--- src/rtl/bsc_pkg.sv ---
package bsc_pkg;
  // Right-shifting Galois feedback masks of maximal-length LFSRs
  function automatic logic [15:0] galois_mask(input int w);
    case (w)
      8:       return 16'h00B8;
      9:       return 16'h0110;
      10:      return 16'h0240;
      11:      return 16'h0500;
      12:      return 16'h0E08;
      13:      return 16'h1C80;
      14:      return 16'h3802;
      15:      return 16'h6000;
      16:      return 16'hB400;
      default: return 16'h0240;
    endcase
  endfunction

  // Distinct non-zero start state for each stream
  function automatic int stream_seed(input int idx, input int w);
    return ((idx * 379 + 101) % ((1 << w) - 1)) + 1;
  endfunction
endpackage

--- src/rtl/bsc_rand.sv ---
module bsc_rand #(
  parameter int W   = 10,
  parameter int IDX = 0,
  parameter bit REV = 1'b0
) (
  input  logic         clk,
  input  logic         rst_n,
  input  logic [W-1:0] level,
  output logic         bit_o
);
  localparam logic [15:0]  M16  = bsc_pkg::galois_mask(W);
  localparam logic [W-1:0] MASK = M16[W-1:0];
  localparam int           SD   = bsc_pkg::stream_seed(IDX, W);
  localparam logic [W-1:0] SEED = SD[W-1:0];

  logic [W-1:0] state;
  logic [W-1:0] seen;

  always_ff @(posedge clk or negedge rst_n) begin
    if (!rst_n) state <= SEED;
    else if (state[0]) state <= (state >> 1) ^ MASK;
    else state <= state >> 1;
  end

  generate
    if (REV) begin : g_rev
      for (genvar b = 0; b < W; b++) begin : g_bit
        assign seen[b] = state[W-1-b];
      end
    end else begin : g_fwd
      assign seen = state;
    end
  endgenerate

  assign bit_o = (seen - W'(1)) < level;

  // LFSR must never lock up in the all-zero state
  assert_lfsr_live_R2: assert property (@(posedge clk) disable iff (!rst_n)
    state != '0);
endmodule

--- src/rtl/bsc_core.sv ---
module bsc_core #(
  parameter int DEG = 6
) (
  input  logic [DEG-1:0] xbits,
  input  logic [DEG:0]   zbits,
  output logic           ybit
);
  localparam int KW = $clog2(DEG + 1);

  logic [KW-1:0] k;

  always_comb begin
    k = '0;
    for (int i = 0; i < DEG; i++) k = k + KW'(xbits[i]);
  end

  assign ybit = zbits[k];
endmodule

--- src/rtl/bsc_win.sv ---
module bsc_win #(
  parameter int W = 10
) (
  input  logic         clk,
  input  logic         rst_n,
  input  logic         start,
  input  logic         ybit,
  input  logic         out_ready,
  output logic         busy,
  output logic         out_valid,
  output logic [W-1:0] out_y
);
  localparam logic [W-1:0] LAST = '1;

  logic [W-1:0] cyc;
  logic [W:0]   acc;
  logic         done;

  always_ff @(posedge clk or negedge rst_n) begin
    if (!rst_n) begin
      busy <= 1'b0;
      done <= 1'b0;
      cyc  <= '0;
      acc  <= '0;
    end else begin
      if (start) begin
        busy <= 1'b1;
        cyc  <= '0;
        acc  <= '0;
      end else if (busy) begin
        acc <= acc + {{W{1'b0}}, ybit};
        cyc <= cyc + W'(1);
        if (cyc == LAST) begin
          busy <= 1'b0;
          done <= 1'b1;
        end
      end
      if (done && out_ready) done <= 1'b0;
    end
  end

  assign out_valid = done;
  assign out_y     = acc[W] ? LAST : acc[W-1:0];

  assert_acc_bounded_R7: assert property (@(posedge clk) disable iff (!rst_n)
    busy |-> (acc <= {1'b0, cyc}));

  assert_hold_result_R8: assert property (@(posedge clk) disable iff (!rst_n)
    (out_valid && !out_ready) |=> (out_valid && $stable(out_y)));

  assert_done_after_window_R6: assert property (@(posedge clk) disable iff (!rst_n)
    $rose(out_valid) |-> $past(busy));

  assert_release_on_ready_R8: assert property (@(posedge clk) disable iff (!rst_n)
    $fell(out_valid) |-> $past(out_ready));
endmodule

--- src/rtl/bern_sc_eval.sv ---
module bern_sc_eval #(
  parameter int DEG = 6,
  parameter int W   = 10,
  localparam int IW = $clog2(DEG + 1)
) (
  input  logic          clk,
  input  logic          rst_n,
  input  logic          in_valid,
  output logic          in_ready,
  input  logic [W-1:0]  in_t,
  output logic          out_valid,
  input  logic          out_ready,
  output logic [W-1:0]  out_y,
  input  logic          cfg_we,
  input  logic [IW-1:0] cfg_idx,
  input  logic [W-1:0]  cfg_val
);
  logic [W-1:0] coef_q [DEG+1];
  logic [W-1:0] t_q;
  logic [DEG-1:0] xbits;
  logic [DEG:0]   zbits;
  logic ybit, busy, start, wr_ok;

  assign in_ready = !busy && !out_valid;
  assign start    = in_valid && in_ready;
  assign wr_ok    = cfg_we && in_ready && (int'(cfg_idx) <= DEG);

  always_ff @(posedge clk or negedge rst_n) begin
    if (!rst_n) begin
      t_q <= '0;
      for (int i = 0; i <= DEG; i++) coef_q[i] <= '0;
    end else begin
      if (start) t_q <= in_t;
      if (wr_ok) coef_q[cfg_idx] <= cfg_val;
    end
  end

  generate
    for (genvar i = 0; i < DEG; i++) begin : g_x
      bsc_rand #(.W(W), .IDX(i), .REV(i % 2 == 1)) u_rx (
        .clk(clk), .rst_n(rst_n), .level(t_q), .bit_o(xbits[i]));
    end
    for (genvar j = 0; j <= DEG; j++) begin : g_z
      bsc_rand #(.W(W), .IDX(DEG + j), .REV(j % 2 == 0)) u_rz (
        .clk(clk), .rst_n(rst_n), .level(coef_q[j]), .bit_o(zbits[j]));
    end
  endgenerate

  bsc_core #(.DEG(DEG)) u_core (.xbits(xbits), .zbits(zbits), .ybit(ybit));

  bsc_win #(.W(W)) u_win (
    .clk(clk), .rst_n(rst_n), .start(start), .ybit(ybit),
    .out_ready(out_ready), .busy(busy), .out_valid(out_valid), .out_y(out_y));

  assert_no_write_when_busy_R9: assert property (@(posedge clk) disable iff (!rst_n)
    (cfg_we && !in_ready) |=> $stable(coef_q[0]));

  assert_busy_after_start_R8: assert property (@(posedge clk) disable iff (!rst_n)
    start |=> !in_ready);
endmodule

--- config.mk ---
export PLATFORM = sky130hd
export DESIGN_NAME = bern_sc_eval
export DESIGN_NICKNAME = d
export VERILOG_FILES = /design/src/rtl/bsc_pkg.sv /design/src/rtl/bsc_rand.sv /design/src/rtl/bsc_core.sv /design/src/rtl/bsc_win.sv /design/src/rtl/bern_sc_eval.sv
export SDC_FILE = /design/constraint.sdc
export NUM_CORES = 1
export LEC_CHECK = 0
export ABC_AREA = 1
export BUFFER_PORTS_ARGS = -buffer_cell sky130_fd_sc_hd__buf_2
export CORE_MARGIN = 2
export CORE_UTILIZATION = 57
export DETAILED_ROUTE_END_ITERATION = 7
export GPL_TIMING_DRIVEN = 0
export PLACE_DENSITY = 0.77
export SLEW_MARGIN = 25
export SYNTH_ARGS = -nofsm -noshare
export SYNTH_HDL_FRONTEND = slang
export SYNTH_SLANG_ARGS = --single-unit
export TNS_END_PERCENT = 50
--- constraint.sdc ---
create_clock -name clk -period 5.4 [get_ports clk]
set_input_delay 0.54 -clock clk [delete_from_list [all_inputs] [get_ports clk]]
set_output_delay 0.54 -clock clk [all_outputs]
set_load 0.02 [all_outputs]
After elaboration in Yosys (flattened, before gate mapping) --
Index checks and enable logic that the tools add are counted.
Word-level totals: flip-flop bits (word level) 233, bits of input ports 28, output and inout port bits 12, logic and storage cells 120
Cells by class: add/sub/neg operators 20, order comparisons 17, eq/ne operators 2, mux-type cells 30, bitwise operators 14, reductions and logical operators 12
Operators with widths (number):
- $mux W10 | 17
- $lt A10 B10 Y1 | 13
- $sub A10 B1 Y10 const B | 13
- $bwmux W70 | 1
- $demux W10 S3 | 1
- $not A1 Y2 | 13
- $mux W11 | 2
- $add A3 B1 Y3 | 4
- $add A11 B1 Y11 | 1
- $add A10 B1 Y10 const B | 1
- $eq A10 B10 Y1 const B | 1
- $mux W1 | 8
- $logic_and A1 B1 Y1 | 6
- $reduce_bool A2 Y1 | 3
- $ge A4 B4 Y1 const B | 1
- $lt A3 B4 Y1 const B | 1
- $lt A4 B1 Y1 const B | 1
- $not A3 Y4 | 1
- $bmux W1 S3 | 1
- $le A3 B3 Y1 const B | 1
- $reduce_and A3 Y1 | 1
- $add A1 B1 Y2 | 1
- $logic_not A1 Y1 | 2
- $ne A2 B1 Y1 const B | 1

Logic depth before layout (Yosys ltp) --
Gate-level depths: netlist of the first run.
depth in word-level cells 12, mapped depth 32, gate-level depth less buffers 32

Cells and area by module --
From an unflattened synthesis of the first run, not the netlist that was laid out.
Second synthesis, totals: cell total of the unflattened synthesis 1708, area total of the unflattened synthesis 13848.3 µm²
Modules (own cells, without submodules):
- bern_sc_eval | times used 1, cells an instance 361, area an instance 3156.8 µm², seq. area each 2001.9 µm²
- bsc_rand at g_x[4].u_rx ... | times used 2, cells an instance 88, area an instance 739.5 µm², seq. area each 256.5 µm²
- bsc_rand at g_x[2].u_rx ... | times used 2, cells an instance 87, area an instance 713.2 µm², seq. area each 257.7 µm²
- bsc_rand at g_x[5].u_rx ... | times used 2, cells an instance 88, area an instance 703.2 µm², seq. area each 259.0 µm²
- bsc_rand at g_x[3].u_rx ... | times used 2, cells an instance 88, area an instance 699.4 µm², seq. area each 255.2 µm²
- bsc_win | times used 1, cells an instance 175, area an instance 1282.5 µm², seq. area each 575.6 µm²
- bsc_rand at g_z[1].u_rz | times used 1, cells an instance 87, area an instance 711.9 µm², seq. area each 256.5 µm²
- bsc_rand at g_x[0].u_rx | times used 1, cells an instance 87, area an instance 710.7 µm², seq. area each 255.2 µm²
- bsc_rand at g_z[6].u_rz | times used 1, cells an instance 88, area an instance 700.7 µm², seq. area each 256.5 µm²
- bsc_rand at g_x[1].u_rx | times used 1, cells an instance 87, area an instance 694.4 µm², seq. area each 256.5 µm²
- bsc_rand at g_z[2].u_rz | times used 1, cells an instance 87, area an instance 690.7 µm², seq. area each 252.7 µm²
- bsc_core | times used 1, cells an instance 34, area an instance 190.2 µm², seq. area each 0.0 µm²

Worst setup path after synthesis of the first run --
OpenSTA, ideal clock, no wires.
path type reg-to-reg, start register g_x[0].u_rx.state[0], end register u_win.acc[8], library setup time 123 ps, arrival time 5203 ps, data required time 5277 ps, path slack 74 ps, cell stages (with the launch flop) 30, path buffers 0, period minus slack after synthesis 5326 ps, cells stage by stage dfrtp_1 nor3_1 nand3_1 nor3_1 nand3b_1 xnor2_1 ha_1 inv_1 nor3_1 nand4_1 nor2_1 a211oi_1 ha_1 inv_1 fa_1 fa_1 fa_1 inv_1 a21oi_1 nand2_1 nand2_1 ha_1 ha_1 nand3_1 nor2_1 nand2_1 nor3_2 nand2_1 o21ai_0 a21oi_1
On the way: word-level cells in the longest chain between the ends 12
RTL lines:
- start: declaration | RTL line bsc_rand.sv:16 | logic [W-1:0] state;
- start signal: assignment | RTL line bsc_rand.sv:21 | else if (state[0]) state <= (state >> 1) ^ MASK;
- start signal: assignment | RTL line bsc_rand.sv:22 | else state <= state >> 1;
- $sub A10 B1 Y10 | RTL line bsc_rand.sv:35 | assign bit_o = (seen - W'(1)) < level;
- $lt A10 B10 Y1 | RTL line bsc_rand.sv:35
- $add A1 B1 Y2 | RTL line bsc_core.sv:14 | for (int i = 0; i < DEG; i++) k = k + KW'(xbits[i]);
- $add A3 B1 Y3 (4 in a row) | RTL line bsc_core.sv:14
- $bmux W1 S3 | RTL line bsc_core.sv:17 | assign ybit = zbits[k];
- $mux W1 (implied by the code) | RTL line bsc_core.sv:17
- $add A11 B1 Y11 | RTL line bsc_win.sv:31 | acc <= acc + {{W{1'b0}}, ybit};
- $mux W11 | RTL line bsc_win.sv:30 | end else if (busy) begin
- $mux W11 | RTL line bsc_win.sv:26 | if (start) begin
- end signal: assignment | RTL line bsc_win.sv:31
- end: declaration | RTL line bsc_win.sv:16 | logic [W:0] acc;
No other way between the ends. The select of a mux whose other input is x is not followed. A chain may end at the register's enable or synchronous reset.

Worst setup path after layout of the first run --
start register g_x[1].u_rx.state[9], end register u_win.acc[8]
On the way: word-level cells in the longest chain between the ends 12
RTL lines (RTL line):
- start: declaration | bsc_rand.sv:16
- start signal: assignment | bsc_rand.sv:21
- start signal: assignment | bsc_rand.sv:22
- $sub A10 B1 Y10 | bsc_rand.sv:35
- $lt A10 B10 Y1 | bsc_rand.sv:35
- $add A1 B1 Y2 | bsc_core.sv:14
- $add A3 B1 Y3 (4 in a row) | bsc_core.sv:14
- $bmux W1 S3 | bsc_core.sv:17
- $mux W1 (implied by the code) | bsc_core.sv:17
- $add A11 B1 Y11 | bsc_win.sv:31
- $mux W11 | bsc_win.sv:30
- $mux W11 | bsc_win.sv:26
No other way between the ends. The select of a mux whose other input is x is not followed.

==> run metrics, run 1 <==
Post-Synthesis Cells 1362; cell at the root of the clock tree sky130_fd_sc_hd__clkbuf_16; flip-flop cell with the highest count after synthesis sky130_fd_sc_hd__dfrtp_1; post-synthesis cell area 0.0126 sq mm; Worst Clk Skew 0.0161 ns; unrepaired setup endpoints after global routing yes; time the worst path needs with I/O delays and setup 5.52 ns; Clock H-tree levels 1; number of maximum-capacitance constraint violations 0; FMAX 181 MHz; diode count 0; Routed Antenna Nets 0; via count of the first global-routing pass 9371; core footprint 0.0218 sq mm; most frequent standard cell in the layout excluding fill and tap cells sky130_fd_sc_hd__nand2_1; grt total ovfl 0; Pre-antenna DRT Iters 5; maximum ir drop on the vdd rail 281 uV; number of I/O port buffers 39; final hold vios 0; Worst EP arrival 5.92 ns; Worst Hold Slack 0.227 ns; worst hold path type in2reg; routability congestion estimate 0.846; source-to-sink clock delay at the later pin of the worst-skew pair 0.53 ns; width of the chip 153 um; flip-flop and latch count after synthesis 233; combined buffer and inverter count along the critical path 3; Clock Path Buffers 3; type of destination of the critical path flip-flop; post-synthesis area per instance 9.26 sq um; number of max-slew violations in the final report 0; height of the die 153 um; Ports 40; pin count of the biggest net entering global routing 100; number of buffers inserted during clock tree synthesis 25; Post-route DRC 0; clock-pin slew reported for the worst setup and hold paths after clock tree synthesis 0.06 ns; TritonCTS Sinks 233; DP Cell Count 1683; relative slew slack 63.9%; CP max-delay cell sky130_fd_sc_hd__fa_2; filler-free cell count of the finished design 1748; commonest non-fill, non-tap cells in the layout sky130_fd_sc_hd__nand2_1, sky130_fd_sc_hd__inv_1, sky130_fd_sc_hd__dfrtp_1, sky130_fd_sc_hd__ha_1, sky130_fd_sc_hd__xor2_1; slew at the pin closest to its max-slew limit 0.541 ns; crit-path max FO 4; startpoint of the worst setup timing path g_x[1].u_rx.state[9]; Overall Global Routing Usage 22.8%; failing checks negative setup slack; final routed wire length divided by cell count 14.7 um; Die Footprint 0.0233 sq mm; Ys Warns 0; Worst path top cell family by delay simple AND/OR/NAND/NOR gates; areal power density over the cells 252 mW/mm^2; area growth from synthesis to layout 14.5%; Vias/cell 5.28; total wire length after detailed routing 25700 um; starting utilization of the core area 57.9%; fraction of final layout cells with drive strength greater than 1 15.4%; Worst Setup Start Kind flip-flop; Worst R2R Start g_x[1].u_rx.state[9]; status finished, violations left; dpl hpwl 17800 um; startpoint of the lowest-slack hold path in_t[1]; Synth cell types 39; total non-filler cell area in the finished layout 0.0144 sq mm; Most Frequent Cell on Critical Path sky130_fd_sc_hd__nand2_2; Async SR Flop Fraction 100%; Static Leakage 6.97 nW; total via count in the routed design 9232; cell area after placement 0.0132 sq mm; number of DRC markers after the initial detailed-route iteration 515; antenna violations before repair 0; number of enable flip-flop cells after synthesis 0; first-pass GRT wire length 44500 um; Crit path largest cell delay 0.66 ns; Total Nets Final 1614; Setup Viol. Count Final 3; Period Utilization, post-route 102%; clock tree from TritonCTS built; portion of the post-synthesis area used by sequential elements 46.9%; worst-case setup margin in the final layout -0.121 ns; classification of the worst setup path reg2reg; FILL cells 1660; Util after Layout 66.4%; Post-Syn Nets 1527; endpoint required time on the critical path 5.80 ns; Post-Route Setup TNS -0.273 ns; # rows 54
==> cells in the mapped netlist (14+ instances only) <==
library cell | instances | share of area [%]
sky130_fd_sc_hd__dfrtp_1 | 168 | 33
sky130_fd_sc_hd__ha_1 | 134 | 13
sky130_fd_sc_hd__xnor2_1 | 26 | 1.8
sky130_fd_sc_hd__nand3b_1 | 14 | 0.83
sky130_fd_sc_hd__nor2_1 | 75 | 2.2
sky130_fd_sc_hd__nand3_1 | 44 | 1.7
sky130_fd_sc_hd__o21ai_0 | 91 | 3.6
sky130_fd_sc_hd__inv_1 | 223 | 6.6
sky130_fd_sc_hd__dfstp_2 | 65 | 14
sky130_fd_sc_hd__a21oi_1 | 58 | 2.3
sky130_fd_sc_hd__nor3_1 | 39 | 1.5
sky130_fd_sc_hd__nand4_1 | 21 | 1.0
sky130_fd_sc_hd__xor2_1 | 92 | 6.4
sky130_fd_sc_hd__nand2_1 | 241 | 7.2
==> logic make-up (layout without fill, tap and decap cells) <==
group | count (synthesis) | after routing | synth area share, %
AO/OA/AOI/OAI | 177 | 177 | 7.48
AND/OR/NAND/NOR | 455 | 455 | 16.1
flip-flops | 233 | 233 | 46.9
buffers and inverters | 242 | 348 | 7.54
XOR/XNOR | 118 | 118 | 8.20
adder cells (fa/ha/maj) | 137 | 137 | 13.8
==> report_power, final <==
part	internal, mW	leakage (nW)	switching, mW
Sequential	1.75	2.73	0
Combinational	0.0132	3.82	0.0528
Clock	1.11	0.423	0.711
==> state kept, by name, indices dropped and copies added (netlist names), 10 cells and up <==
register	flops
g_z.u_rz.seen	30
u_win.acc	11
u_win.cyc	10
t_q	10
coef_q	70
g_x.u_rx.seen	30
g_z.u_rz.state	40
g_x.u_rx.state	30
==> path summary, 6_finish.rpt <==
| kind | to | slack, ns | depth (start not counted) |
|---|---|---|---|
| min | t_q[1] | 0.23 | 3 |
| min reg2reg | g_z[3].u_rz.seen[3] | 0.37 | 0 |
| max in group asynchronous | g_x[0].u_rx.seen[6] | 4.11 | 3 |
| min in group asynchronous | g_z[2].u_rz.state[8] | 0.48 | 2 |
| max | u_win.acc[8] | -0.12 | 32 |
| max reg2reg | u_win.acc[8] | -0.12 | 32 |
==> layout make-up <==
| class | instances | area, sq um | area share (%) |
|---|---|---|---|
| well taps | 280 | 350 | 2.43 |
| clock inverters | 11 | 166 | 1.15 |
| clock buffers | 35 | 713 | 4.94 |
| repair buffers | 60 | 409 | 2.83 |
| multi-input cells | 887 | 5930 | 41.1 |
| inverters | 223 | 840 | 5.82 |
| plain buffers | 19 | 114 | 0.789 |
| flip-flops and latches | 233 | 5910 | 41.0 |
==> worst min-delay path: cells and delay by family <==
kind / cells / cell delay [ns]
AOI/OAI and AO/OA: 1 / 0.06
buffers and inverters: 1 / 0.07
and+or+nand+nor: 1 / 0.04
==> stage by stage <==
| step | total power [mW] | setup WS, ns |
|---|---|---|
| 6_report | 3.64 | -0.121 |
| 5_1_grt | 3.75 | -0.434 |
| 4_1_cts | 3.67 | -0.130 |
| 3_5_place_dp | 1.85 | -0.935 |
| 3_3_place_gp | 1.84 | -0.873 |
| 2_1_floorplan | 1.78 | 0.0740 |
==> what timing repair did <==
| item | CTS | global route |
|---|---|---|
| pin swaps | 27 | 32 |
| gates cloned | 0 | 0 |
| hold endpoints to repair | 33 | 0 |
| buffers inserted | 13 | 5 |
| endpoints found under the setup margin | 11 | 9 |
| hold buffers | 1 | 0 |
| resized for setup | 28 | 18 |
==> per-layer routing <==
metal | up-vias | GRT usage (%) | share of wire, %
met2 | 196 | 38.2 | 48
li1 | 4564 | - | -
met3 | 40 | 2.84 | 4.8
met1 | 4432 | 31.7 | 45
met4 | 0 | 6.31 | 1.8
met5 | - | 0 | 0
Note: power is estimated with default switching activity, not from simulation.
==> run 2: changes to the inputs <==
==> constraint.sdc (replaced) <==
create_clock -name clk -period 5.4 [get_ports clk]
set_input_delay 0.81 -clock clk [delete_from_list [all_inputs] [get_ports clk]]
set_output_delay 0.81 -clock clk [all_outputs]
set_load 0.02 [all_outputs]
==> run metrics, run 2 (same netlist as run 1, synthesis figures left out) <==
endpoint required time on the critical path 5.80 ns; core footprint 0.0218 sq mm; Total Nets Final 1613; Reg2Reg Capture Point u_win.acc[8]; number of buffers inserted during clock tree synthesis 25; failing checks negative setup slack; # rows 54; width of the chip 153 um; fraction of final layout cells with drive strength greater than 1 15.4%; routability congestion estimate 0.846; Worst R2R Start g_x[1].u_rx.state[9]; Crit path largest cell delay 0.66 ns; clock tree from TritonCTS built; unrepaired setup endpoints after global routing yes; Worst Reg-to-Reg Cells 32; clock-pin slew reported for the worst setup and hold paths after clock tree synthesis 0.06 ns; Most flops, register coef_q; diode count 0; Worst Hold Slack 0.158 ns; worst setup slack after placement -0.935 ns; height of the die 153 um; final routed wire length divided by cell count 14.7 um; cell at the root of the clock tree sky130_fd_sc_hd__clkbuf_16; number of max-slew violations in the final report 0; antenna violations before repair 0; source-to-sink clock delay at the later pin of the worst-skew pair 0.53 ns; number of DRC markers after the initial detailed-route iteration 534; type of destination of the critical path flip-flop; maximum ir drop on the vdd rail 281 uV; most frequent standard cell in the layout excluding fill and tap cells sky130_fd_sc_hd__nand2_1; Overall Global Routing Usage 22.8%; grt total ovfl 0; final hold vios 0; Post-route DRC 0; classification of the worst setup path reg2reg; Die Footprint 0.0233 sq mm; areal power density over the cells 252 mW/mm^2; dpl hpwl 17800 um; Largest register FFs 70; Clock Path Buffers 3; Worst Setup Start Kind flip-flop; commonest non-fill, non-tap cells in the layout sky130_fd_sc_hd__nand2_1, sky130_fd_sc_hd__inv_1, sky130_fd_sc_hd__dfrtp_1, sky130_fd_sc_hd__ha_1, sky130_fd_sc_hd__xor2_1; hold buffers post-CTS 0; registers with the highest flip-flop counts coef_q: 70 flops, g_z.u_rz.state: 40 flops; total via count in the routed design 9245; first-pass GRT wire length 44500 um; Clock H-tree levels 1; total wire length after detailed routing 25700 um; relative slew slack 63.4%; starting utilization of the core area 57.9%; FMAX 181 MHz; Pre-antenna DRT Iters 5; Routed Antenna Nets 0; area growth from synthesis to layout 14.4%; via count of the first global-routing pass 9371; pin count of the biggest net entering global routing 100; crit-path max FO 4; number of maximum-capacitance constraint violations 0; number of I/O port buffers 39; Period Utilization, post-route 102%; worst hold path type in2async; worst-case setup margin in the final layout -0.119 ns; TritonCTS Sinks 233; Static Leakage 6.97 nW; Worst EP arrival 5.92 ns; status finished, violations left; time the worst path needs with I/O delays and setup 5.52 ns; worst-case register-to-register setup slack -0.12 ns; Most Frequent Cell on Critical Path sky130_fd_sc_hd__nand2_2; Worst Clk Skew 0.0161 ns; Ports 40; CP max-delay cell sky130_fd_sc_hd__fa_2; Setup Viol. Count Final 3; Vias/cell 5.29; slew at the pin closest to its max-slew limit 0.548 ns
-- run 2: routing by layer --
layer / share of wire, % / up-vias / global-route usage [%]
met5: 0 / - / 0
met4: 2.0 / 0 / 6.31
met3: 4.5 / 43 / 2.84
met2: 48 / 173 / 38.2
met1: 46 / 4470 / 31.7
li1: - / 4559 / -
-- run 2: report_power, final --
part           leakage [nW]  switching, mW  total [mW]  internal, mW
combinational          3.82         0.0527      0.0655        0.0128
clock                 0.423          0.710        1.82          1.11
sequential             2.73              0        1.75          1.75
total                  6.97          0.763        3.64          2.87
-- run 2: timing repair --
item,in CTS,in global routing
pin swaps,27,32
resized for setup,28,18
setup endpoints to repair,11,9
buffers inserted,13,5
-- run 2: worst max path at each step --
stage,from,end,slack (ns)
2_1_floorplan,g_x[0].u_rx.seen[0],u_win.acc[8],0.07
3_3_place_gp,g_x[0].u_rx.seen[0],u_win.acc[8],-0.87
3_5_place_dp,g_x[1].u_rx.state[9],u_win.acc[8],-0.94
4_1_cts,g_x[1].u_rx.state[9],u_win.acc[8],-0.13
5_1_grt,g_x[1].u_rx.state[9],u_win.acc[8],-0.43
6_report,g_x[1].u_rx.state[9],u_win.acc[8],-0.12
-- run 2: metrics by stage --
stage | TNS (ns) | total power, mW | cells | utilization, % | instance area [sq um]
global placement | -55.55 | 1.84 | 1681 | 60.4 | 13200
CTS | -0.189 | 3.67 | 1742 | 65.8 | 14300
detailed placement | -5.02 | 1.85 | 1683 | 60.7 | 13200
finish | -0.281 | 3.64 | 1747 | 66.3 | 14400
global route | -2.59 | 3.75 | 1747 | 66.3 | 14400
floorplan | 0 | 1.78 | 1362 | - | 12600
-- run 2: worst max-delay path: cells and delay by family (launching register included) --
| family | cells | cell delay (ns) |
|---|---|---|
| AO/OA/AOI/OAI | 4 | 0.39 |
| XOR/XNOR | 1 | 0.14 |
| AND/OR/NAND/NOR | 18 | 2.20 |
| flip-flops | 1 | 0.42 |
| adder cells (fa/ha/maj) | 6 | 2.06 |
| buffers and inverters | 3 | 0.18 |
-- run 2: cell type report --
class | count | area, sq um
clock inverter | 11 | 166
tap | 280 | 350
multi-input combinational | 887 | 5930
buffer | 19 | 114
inverter | 223 | 840
clock buffer | 35 | 713
timing repair buffer | 59 | 399
sequential | 233 | 5910
fill | 1660 | 7330
